File: config.mk
export PLATFORM = sky130hd
export DESIGN_NAME = hw_standby_ctrl
export DESIGN_NICKNAME = d
export VERILOG_FILES = /design/src/rtl/hsc_pkg.sv /design/src/rtl/hsc_sync.sv /design/src/rtl/hsc_fsm.sv /design/src/rtl/hsc_osc_cnt.sv /design/src/rtl/hsc_clk_out.sv /design/src/rtl/hw_standby_ctrl.sv
export SDC_FILE = /design/constraint.sdc
export NUM_CORES = 1
export LEC_CHECK = 0
export BUFFER_PORTS_ARGS = -buffer_cell sky130_fd_sc_hd__buf_2
export CORE_ASPECT_RATIO = 0.75
export CORE_MARGIN = 4
export CORE_UTILIZATION = 35
export DETAILED_ROUTE_END_ITERATION = 16
export PLACE_DENSITY_LB_ADDON = 0.12
export SYNTH_ARGS = -nofsm -noshare
export SYNTH_HDL_FRONTEND = slang
export SYNTH_SLANG_ARGS = --single-unit
export TNS_END_PERCENT = 5
File: constraint.sdc
create_clock -name clk_i -period 1.3 [get_ports clk_i]
set_input_delay 0.195 -clock clk_i [delete_from_list [all_inputs] [get_ports clk_i]]
set_output_delay 0.195 -clock clk_i [all_outputs]
set_load 0.005 [all_outputs]
File: src/rtl/hsc_pkg.sv
package hsc_pkg;
  typedef enum logic [2:0] {
    MODE_RUN    = 3'd0,
    MODE_SLEEP  = 3'd1,
    MODE_SWSTBY = 3'd2,
    MODE_SETTLE = 3'd3,
    MODE_HWSTBY = 3'd4,
    MODE_OSCRST = 3'd5
  } hsc_mode_e;
endpackage

File: src/rtl/hsc_sync.sv
module hsc_sync #(
  parameter int           W       = 2,
  parameter logic [W-1:0] RST_VAL = '1
) (
  input  logic         clk_i,
  input  logic         rst_ni,
  input  logic [W-1:0] d_i,
  output logic [W-1:0] q_o
);
  for (genvar i = 0; i < W; i++) begin : g_bit
    logic s1_q, s2_q;
    always_ff @(posedge clk_i or negedge rst_ni) begin
      if (!rst_ni) begin
        s1_q <= RST_VAL[i];
        s2_q <= RST_VAL[i];
      end else begin
        s1_q <= d_i[i];
        s2_q <= s1_q;
      end
    end
    assign q_o[i] = s2_q;
  end
endmodule

File: src/rtl/hsc_fsm.sv
module hsc_fsm
  import hsc_pkg::*;
(
  input  logic      clk_i,
  input  logic      rst_ni,
  input  logic      req_n_i,
  input  logic      por_n_i,
  input  logic      irq_i,
  input  logic      mrst_i,
  input  logic      sleep_i,
  input  logic      stby_i,
  input  logic      wdt_done_i,
  output hsc_mode_e mode_o,
  output logic      osc_enter_o,
  output logic      osc_exit_o,
  output logic      por_start_o
);
  hsc_mode_e state_q, state_d;
  logic      wake;
  logic      pstart_q;

  assign wake = irq_i | mrst_i;

  always_comb begin
    state_d = state_q;
    unique case (state_q)
      MODE_RUN: begin
        if (!req_n_i)    state_d = MODE_HWSTBY;
        else if (stby_i) state_d = MODE_SWSTBY;
        else if (sleep_i) state_d = MODE_SLEEP;
      end
      MODE_SLEEP:  if (wake) state_d = MODE_RUN;
      MODE_SWSTBY: begin
        if (!req_n_i)  state_d = MODE_HWSTBY;
        else if (wake) state_d = MODE_SETTLE;
      end
      MODE_SETTLE: if (wdt_done_i) state_d = MODE_RUN;
      MODE_HWSTBY: if (req_n_i && !por_n_i) state_d = MODE_OSCRST;
      MODE_OSCRST: begin
        if (!req_n_i)    state_d = MODE_HWSTBY;
        else if (por_n_i) state_d = MODE_RUN;
      end
      default: state_d = MODE_RUN;
    endcase
  end

  assign osc_enter_o = (state_q != MODE_OSCRST) && (state_d == MODE_OSCRST);
  assign osc_exit_o  = (state_q == MODE_OSCRST) && (state_d == MODE_RUN);

  always_ff @(posedge clk_i or negedge rst_ni) begin
    if (!rst_ni) begin
      state_q  <= MODE_RUN;
      pstart_q <= 1'b0;
    end else begin
      state_q  <= state_d;
      pstart_q <= osc_exit_o;
    end
  end

  assign mode_o      = state_q;
  assign por_start_o = pstart_q;

  assert_hw_ignores_wake_R5: assert property (@(posedge clk_i) disable iff (!rst_ni)
    (state_q == MODE_HWSTBY && wake && !req_n_i) |=> state_q == MODE_HWSTBY);
  assert_sw_direct_R6: assert property (@(posedge clk_i) disable iff (!rst_ni)
    (state_q == MODE_SWSTBY && !req_n_i) |=> state_q == MODE_HWSTBY);
  assert_sleep_holds_R8: assert property (@(posedge clk_i) disable iff (!rst_ni)
    (state_q == MODE_SLEEP && !wake) |=> state_q == MODE_SLEEP);
  assert_settle_holds_R7: assert property (@(posedge clk_i) disable iff (!rst_ni)
    (state_q == MODE_SETTLE && !wdt_done_i) |=> state_q == MODE_SETTLE);
  assert_pstart_after_osc_R10: assert property (@(posedge clk_i) disable iff (!rst_ni)
    $rose(por_start_o) |-> ($past(state_q) == MODE_OSCRST && state_q == MODE_RUN));
  assert_pstart_single_R10: assert property (@(posedge clk_i) disable iff (!rst_ni)
    por_start_o |=> !por_start_o);
endmodule

File: src/rtl/hsc_osc_cnt.sv
module hsc_osc_cnt #(
  parameter int STAB_CYC = 1024,
  localparam int CNT_W   = $clog2(STAB_CYC + 1)
) (
  input  logic clk_i,
  input  logic rst_ni,
  input  logic run_i,
  input  logic clr_i,
  input  logic rel_i,
  output logic stable_o,
  output logic early_o
);
  localparam logic [CNT_W-1:0] LAST = CNT_W'(STAB_CYC);
  localparam logic [CNT_W-1:0] PRE  = CNT_W'(STAB_CYC - 1);

  logic [CNT_W-1:0] cnt_q;
  logic             stable_q, early_q;

  always_ff @(posedge clk_i or negedge rst_ni) begin
    if (!rst_ni) begin
      cnt_q    <= '0;
      stable_q <= 1'b0;
      early_q  <= 1'b0;
    end else begin
      if (!run_i)             cnt_q <= '0;
      else if (cnt_q != LAST) cnt_q <= cnt_q + 1'b1;

      if (clr_i)                        stable_q <= 1'b0;
      else if (run_i && cnt_q == PRE)   stable_q <= 1'b1;

      if (clr_i)                   early_q <= 1'b0;
      else if (rel_i && !stable_q) early_q <= 1'b1;
    end
  end

  assign stable_o = stable_q;
  assign early_o  = early_q;

  assert_stable_rises_in_osc_R11: assert property (@(posedge clk_i) disable iff (!rst_ni)
    $rose(stable_o) |-> $past(run_i));
  assert_clr_drops_flags_R11: assert property (@(posedge clk_i) disable iff (!rst_ni)
    clr_i |=> (!stable_o && !early_o));
endmodule

File: src/rtl/hsc_clk_out.sv
module hsc_clk_out
  import hsc_pkg::*;
#(
  parameter int N_DOM   = 4,
  parameter int RTC_DOM = 0,
  parameter int CPU_DOM = 1
) (
  input  logic             clk_i,
  input  logic             rst_ni,
  input  hsc_mode_e        mode_i,
  output logic [N_DOM-1:0] clk_en_o,
  output logic             tmu_en_o,
  output logic             tclk_o,
  output logic             accept_o
);
  logic run_m, sleep_m, locked_m;
  logic tclk_q;

  assign run_m    = (mode_i == MODE_RUN);
  assign sleep_m  = (mode_i == MODE_SLEEP);
  assign locked_m = (mode_i == MODE_HWSTBY) || (mode_i == MODE_OSCRST);

  for (genvar d = 0; d < N_DOM; d++) begin : g_dom
    if (d == RTC_DOM) begin : g_rtc
      assign clk_en_o[d] = 1'b1;
    end else if (d == CPU_DOM) begin : g_cpu
      assign clk_en_o[d] = run_m;
    end else begin : g_per
      assign clk_en_o[d] = run_m | sleep_m;
    end
  end

  assign tmu_en_o = !locked_m;
  assign accept_o = !locked_m;

  always_ff @(posedge clk_i or negedge rst_ni) begin
    if (!rst_ni)       tclk_q <= 1'b0;
    else if (tmu_en_o) tclk_q <= ~tclk_q;
    else               tclk_q <= 1'b0;
  end

  assign tclk_o = tclk_q & tmu_en_o;
endmodule

File: src/rtl/hw_standby_ctrl.sv
module hw_standby_ctrl
  import hsc_pkg::*;
#(
  parameter int N_DOM    = 4,
  parameter int RTC_DOM  = 0,
  parameter int CPU_DOM  = 1,
  parameter int STAB_CYC = 1024
) (
  input  logic             clk_i,
  input  logic             rst_ni,
  input  logic             stby_req_ni,
  input  logic             por_ni,
  input  logic             irq_i,
  input  logic             mrst_req_i,
  input  logic             sleep_cmd_i,
  input  logic             stby_cmd_i,
  input  logic             wdt_done_i,
  output logic [N_DOM-1:0] clk_en_o,
  output logic             tmu_en_o,
  output logic             tclk_o,
  output logic             accept_o,
  output logic             por_start_o,
  output logic             osc_stable_o,
  output logic             osc_early_o,
  output logic [2:0]       mode_o
);
  localparam logic [N_DOM-1:0] RTC_ONLY = N_DOM'(1) << RTC_DOM;

  logic [1:0] pins_s;
  hsc_mode_e  mode_w;
  logic       osc_enter, osc_exit;

  hsc_sync #(.W(2), .RST_VAL(2'b11)) u_sync (
    .clk_i  (clk_i),
    .rst_ni (rst_ni),
    .d_i    ({por_ni, stby_req_ni}),
    .q_o    (pins_s)
  );

  hsc_fsm u_fsm (
    .clk_i       (clk_i),
    .rst_ni      (rst_ni),
    .req_n_i     (pins_s[0]),
    .por_n_i     (pins_s[1]),
    .irq_i       (irq_i),
    .mrst_i      (mrst_req_i),
    .sleep_i     (sleep_cmd_i),
    .stby_i      (stby_cmd_i),
    .wdt_done_i  (wdt_done_i),
    .mode_o      (mode_w),
    .osc_enter_o (osc_enter),
    .osc_exit_o  (osc_exit),
    .por_start_o (por_start_o)
  );

  hsc_osc_cnt #(.STAB_CYC(STAB_CYC)) u_osc (
    .clk_i    (clk_i),
    .rst_ni   (rst_ni),
    .run_i    (mode_w == MODE_OSCRST),
    .clr_i    (osc_enter),
    .rel_i    (osc_exit),
    .stable_o (osc_stable_o),
    .early_o  (osc_early_o)
  );

  hsc_clk_out #(.N_DOM(N_DOM), .RTC_DOM(RTC_DOM), .CPU_DOM(CPU_DOM)) u_out (
    .clk_i    (clk_i),
    .rst_ni   (rst_ni),
    .mode_i   (mode_w),
    .clk_en_o (clk_en_o),
    .tmu_en_o (tmu_en_o),
    .tclk_o   (tclk_o),
    .accept_o (accept_o)
  );

  assign mode_o = mode_w;

  assert_hw_outputs_R4: assert property (@(posedge clk_i) disable iff (!rst_ni)
    (mode_o == 3'd4) |-> (clk_en_o == RTC_ONLY && !tmu_en_o && !tclk_o));
  assert_no_accept_R5: assert property (@(posedge clk_i) disable iff (!rst_ni)
    (mode_o == 3'd4 || mode_o == 3'd5) |-> !accept_o);
  assert_exit_needs_osc_R9: assert property (@(posedge clk_i) disable iff (!rst_ni)
    ($past(mode_o) == 3'd4 && mode_o != 3'd4) |-> mode_o == 3'd5);
endmodule

# After elaboration in Yosys (flattened, before gate mapping)
# Index checks and enable logic that the tools add are counted.
# word_totals
regBits	22
inputBits	9
output_inout_bits	13
word_cells	56
# op_classes
addsub	1
eq_ne	10
mux	18
n_bitwise	4
reduce_logical	13
# ops
op	count
3-bit 2-to-1 mux	10
11-bit 2-to-1 mux	2
3-bit one-hot mux with 6 select lines	1
11-bit by 1-bit adder with 11-bit output (second input constant)	1
11-bit by 10-bit equality test with 1-bit output (second input constant)	1
11-bit != test (second input constant)	1
3-bit equality test (second input constant)	3
3-bit by 2-bit equality test with 1-bit output (second input constant)	2
3-bit zero test	2
1-bit logical AND	5
1-bit 2-to-1 mux	5
2-bit nonzero test	2
3-bit by 1-bit equality test with 1-bit output (second input constant)	1
1-bit zero test	3
3-bit != test (second input constant)	1
2-bit != test (second input constant)	1
1-bit OR	2
1-bit bitwise AND	1
1-bit logical OR	1
1-bit inverter	1

# Longest topological paths before layout
# logic_depth
depth_word	9
depth_mapped	5
depth_no_buf	5

# By module
# From an unflattened synthesis, not the netlist that was laid out.
# unflattened
cells_unflattened	110
area_unflattened_um2	1121.1
# by_module_without_submodules
module	instances	cells_per_inst	area_per_inst_um2	seq_area_each_um2
hsc_osc_cnt	1	67	668.1	325.3
hsc_fsm	1	25	226.5	100.1
hsc_sync	1	6	120.1	105.1
hsc_clk_out	1	11	97.6	25.0
hw_standby_ctrl	1	1	8.8	0.0

# Worst setup path before layout
# Ideal clock, no wire load.
# synth_path
path_kind	register to register
from	register u_fsm.state_q[1] (netlist: u_fsm.mode_o[1])
to	register u_osc.early_q (netlist: u_osc.early_o)
setup_ns	0.121
arrival_ns	1.293
required_ns	1.179
setup_slack_ns	-0.114
stages_incl_launch_ff	6
path_buffers	1
period_less_slack_ns	1.414
cell_sequence	dfrtp_1 > buf_2 > and2b_2 > inv_2 > or3_1 > a22o_1
# synth_between
elab_chain_cells	8
elab_cells_between_ends	25
classes_between	eq/ne (7); mux (12); reduce/logical (6)
# synth_lines
element	line	rtl
start, declared	hsc_fsm.sv:18	hsc_mode_e state_q, state_d;
start signal, assigned	hsc_fsm.sv:55	state_q <= state_d;
3-bit 2-to-1 mux	hsc_fsm.sv:30	else if (sleep_i) state_d = MODE_SLEEP;
3-bit 2-to-1 mux	hsc_fsm.sv:29	else if (stby_i) state_d = MODE_SWSTBY;
3-bit 2-to-1 mux	hsc_fsm.sv:28	if (!req_n_i) state_d = MODE_HWSTBY;
3-bit one-hot mux with 6 select lines	hsc_fsm.sv:26	unique case (state_q)
3-bit zero test	hsc_fsm.sv:48	assign osc_exit_o = (state_q == MODE_OSCRST) && (state_d == MODE_RUN);
1-bit logical AND	hsc_fsm.sv:48	
1-bit logical AND	hsc_osc_cnt.sv:32	else if (rel_i && !stable_q) early_q <= 1'b1;
2-bit nonzero test (no source line)	--	
end signal, assigned	hsc_osc_cnt.sv:23	early_q <= 1'b0;
end signal, assigned	hsc_osc_cnt.sv:31	if (clr_i) early_q <= 1'b0;
end signal, assigned	hsc_osc_cnt.sv:32	
end, declared	hsc_osc_cnt.sv:17	logic stable_q, early_q;
# Parallel ways exist; a longest one is shown, timed or not.
# A chain may end at the register's enable or synchronous reset.

# Worst setup path in the final report
# layout_path
from	register u_fsm.state_q[1] (netlist: u_fsm.mode_o[1])
to	output tclk_o
# layout_between
elab_chain_cells	4
elab_cells_between_ends	5
classes_between	eq/ne (2); bitwise (1); reduce/logical (2)
# layout_lines
element	line	rtl
3-bit equality test	hsc_clk_out.sv:21	assign locked_m = (mode_i == MODE_HWSTBY) || (mode_i == MODE_OSCRST);
1-bit logical OR (*)	hsc_clk_out.sv:21	
1-bit zero test (*)	hsc_clk_out.sv:33	assign tmu_en_o = !locked_m;
1-bit bitwise AND (*)	hsc_clk_out.sv:42	assign tclk_o = tclk_q & tmu_en_o;
end, declared	hw_standby_ctrl.sv:20	output logic tclk_o,
# Mark *: on every way between the ends. The rest lies on a longest branch, timed or not.

==> metrics.cfg <==
[clocking]
cts_tree=done
cts_buffers=3
clk_pin_slew_ns=0.08
htree_levels=1
clock_insertion_delay_worst_skew_ns=0.27
clock_path_buffers=2
cts.sinks=22
cts_root_buf=clkbuf_8

[die]
num_rows=17
ioPinCount=22
dieArea_um2=4310
core-area_um2=3060
die_w_um=74.5
initial_utilization_pct=37.9
die_h_um=57.9

[global_route]
antenna_found_initial=0
grt_pass1_wl_mm=4.51
grt_remaining_overflow=0
grt_max_degree=23
grt.total_usage_pct=13.7
grt_pass1_vias=943

[yosys]
synth_top_flop_cell=dfrtp_1
synth_area_um2=1160
ys_types=44
yosysTopAreaCell=dfrtp_1
synth_edf_count=0
synth_fp_nets=129
synth.area.top_cells=dfrtp_1 39%, dfstp_2 9.1%, a21oi_1 3.0%
postSynthAreaPerCell_um2=9.83
yosysTopAreaCellShare_pct=38.8
synth-seq-area-share_pct=47.9
ys_ff_latch=22
syn-instance-count=118
synthArstFlopShare_pct=100
ys_warn_count=0

[timing]
setup_viol=15
layout_setup_ws_ns=-0.179
finalHoldViolCount=0
skew_ns=0.00108
slew_violations=0
grt_setup_unrepaired=yes
min_period_over_period_pct=114
period_needed_ns=1.48
fin_setup_tns_ns=-1.15
max_freq_mhz=676

[place]
dpl.hpwl_mm=1.96
dp_slack_ns=-0.140
portBuffers=20
dpl.cell_count=186
place_congestion=0.807
placed_area_um2=1410

[critical_path]
endpoint_kind=primary output
start_kind=flop
cp.required_ns=1.11
path_max_fanout=4
arrival_ns=1.28
worstSetupPathType=reg2out

[final_layout]
diodes=0
mostFrequentLayoutCell=buf_4
drive_above_1_share_pct=48.7
stdcell_count=196
fin_area_um2=1600
areaGrowthSynthToFinish_pct=37.6
nNetsFinal=170
fillerInstances=287
layout_common_cells=20 x buf_4, 19 x buf_2, 15 x dfrtp_1, 8 x inv_1, 7 x nand2_1

[route]
via_per_inst=5.09
dr.pass1.iters=4
ant_nets=0
drt_iter0_drc=69
drcViolationCount=0
wl_per_cell_um=13.7
num_vias=998
wl_mm=2.68

[flow_run]
drv_cap=0

[pwr]
p_leak_uw=0.000722
power_uw=2440
power_density_nw_per_um2=1530
vdd_drop_max_mv=1.02

[hold_path]
hold_class=in2reg

[run_status]
outcome=finished, violations left
violations=setup timing

[cell families after synthesis]
family / after synthesis / synth area share [%]
AOI/OAI and AO/OA: 26 / 15.5
xor gates and xnor gates: 2 / 1.51
adders and majority gates: 2 / 2.16
buffers and inverters: 18 / 7.44
DFF: 22 / 47.9
muxes: 1 / 0.971
other: 1 / 0.323
and+or+nand+nor: 46 / 24.2
[stage by stage]
stage / hold WS, ns / util (%)
floorplan: -0.101 / -
global placement: 0.199 / 46.0
detailed placement: 0.197 / 46.0
CTS: 0.00834 / 50.6
global route: 0.00368 / 52.1
finish: 0.0179 / 52.1
[repair_timing]
| action | in CTS | in global routing |
|---|---|---|
| endpoints found under the setup margin | 16 | 22 |
| hold endpoints to repair | 18 | 0 |
| pin swaps | 6 | 0 |
| hold buffers | 1 | 0 |
| buffers inserted | 3 | 2 |
| gates resized for setup | 12 | 9 |
[flip-flops by register name, summed over array words and instances (netlist names)]
name and flops:
u_sync.g_bit.s1_q 2, u_fsm.por_start_o 1, u_sync.g_bit.s2_q 2, u_osc.cnt_q 11, u_out.tclk_q 1, u_osc.early_o 1, u_osc.stable_o 1, u_fsm.mode_o 3
[where the power goes]
part,switching (µW),internal [µW]
logic,440,520
registers,69.6,771
clock network,229,412
total,738,1700
[per-layer routing]
metal  vias up  GRT usage [%]  part of all wire (%)
li1        500              -                     -
met1       464           21.6                    53
met2        29           18.5                    39
met3         5           3.64                   7.3
met4         0           3.05                  0.97
met5         -              0                     0
[cell type report]
class	count	area (µm²)	area share [%]
flip-flops and latches	22	559	35.0
repair buffers	45	312	19.5
inverters	9	33.8	2.12
well taps	38	47.5	2.98
clock inverters	1	30.0	1.88
multi-input cells	78	573	35.9
clock buffers	3	41.3	2.59
[synthesized netlist by cell type, types with 2 or more instances]
cell type,instances
buf_2,3
nor2_1,9
nand4_1,2
xor2_1,2
o31ai_1,3
o21ai_0,3
dfstp_2,4
a21oi_1,7
nor3_1,3
clkbuf_1,2
a311o_1,2
inv_1,8
nand2b_1,2
o21bai_1,2
nand2_1,7
buf_4,4
dfrtp_1,18
or3_1,3
nand3_1,6
nand3b_1,2
and2_1,2
ha_1,2
[worst paths after layout]
check | slack, ns | start | endpoint | cells after the start
hold / removal | 0.02 | por_ni | u_sync.g_bit[1].s1_q$_DFF_PN1_ | 1
min in group asynchronous | 0.41 | rst_ni | u_fsm.mode_o[1]$_DFF_PN0_ | 2
setup reg to reg | -0.13 | u_osc.cnt_q[0]$_DFFE_PN0P_ | u_osc.cnt_q[2]$_DFFE_PN0P_ | 5
hold reg to reg | 0.36 | u_sync.g_bit[1].s1_q$_DFF_PN1_ | u_sync.g_bit[1].s2_q$_DFF_PN1_ | 0
max in group asynchronous | 0.53 | rst_ni | u_osc.cnt_q[3]$_DFFE_PN0P_ | 2
setup / recovery | -0.18 | u_fsm.mode_o[1]$_DFF_PN0_ | tclk_o | 5
[worst max-delay path: stages, from the launching register on]
cell     delay, ns
dfrtp_1       0.40
and2b_2       0.24
inv_2         0.04
buf_6         0.11
and2_4        0.12
buf_6         0.10
No activity file was read; power rests on OpenSTA's default activity.
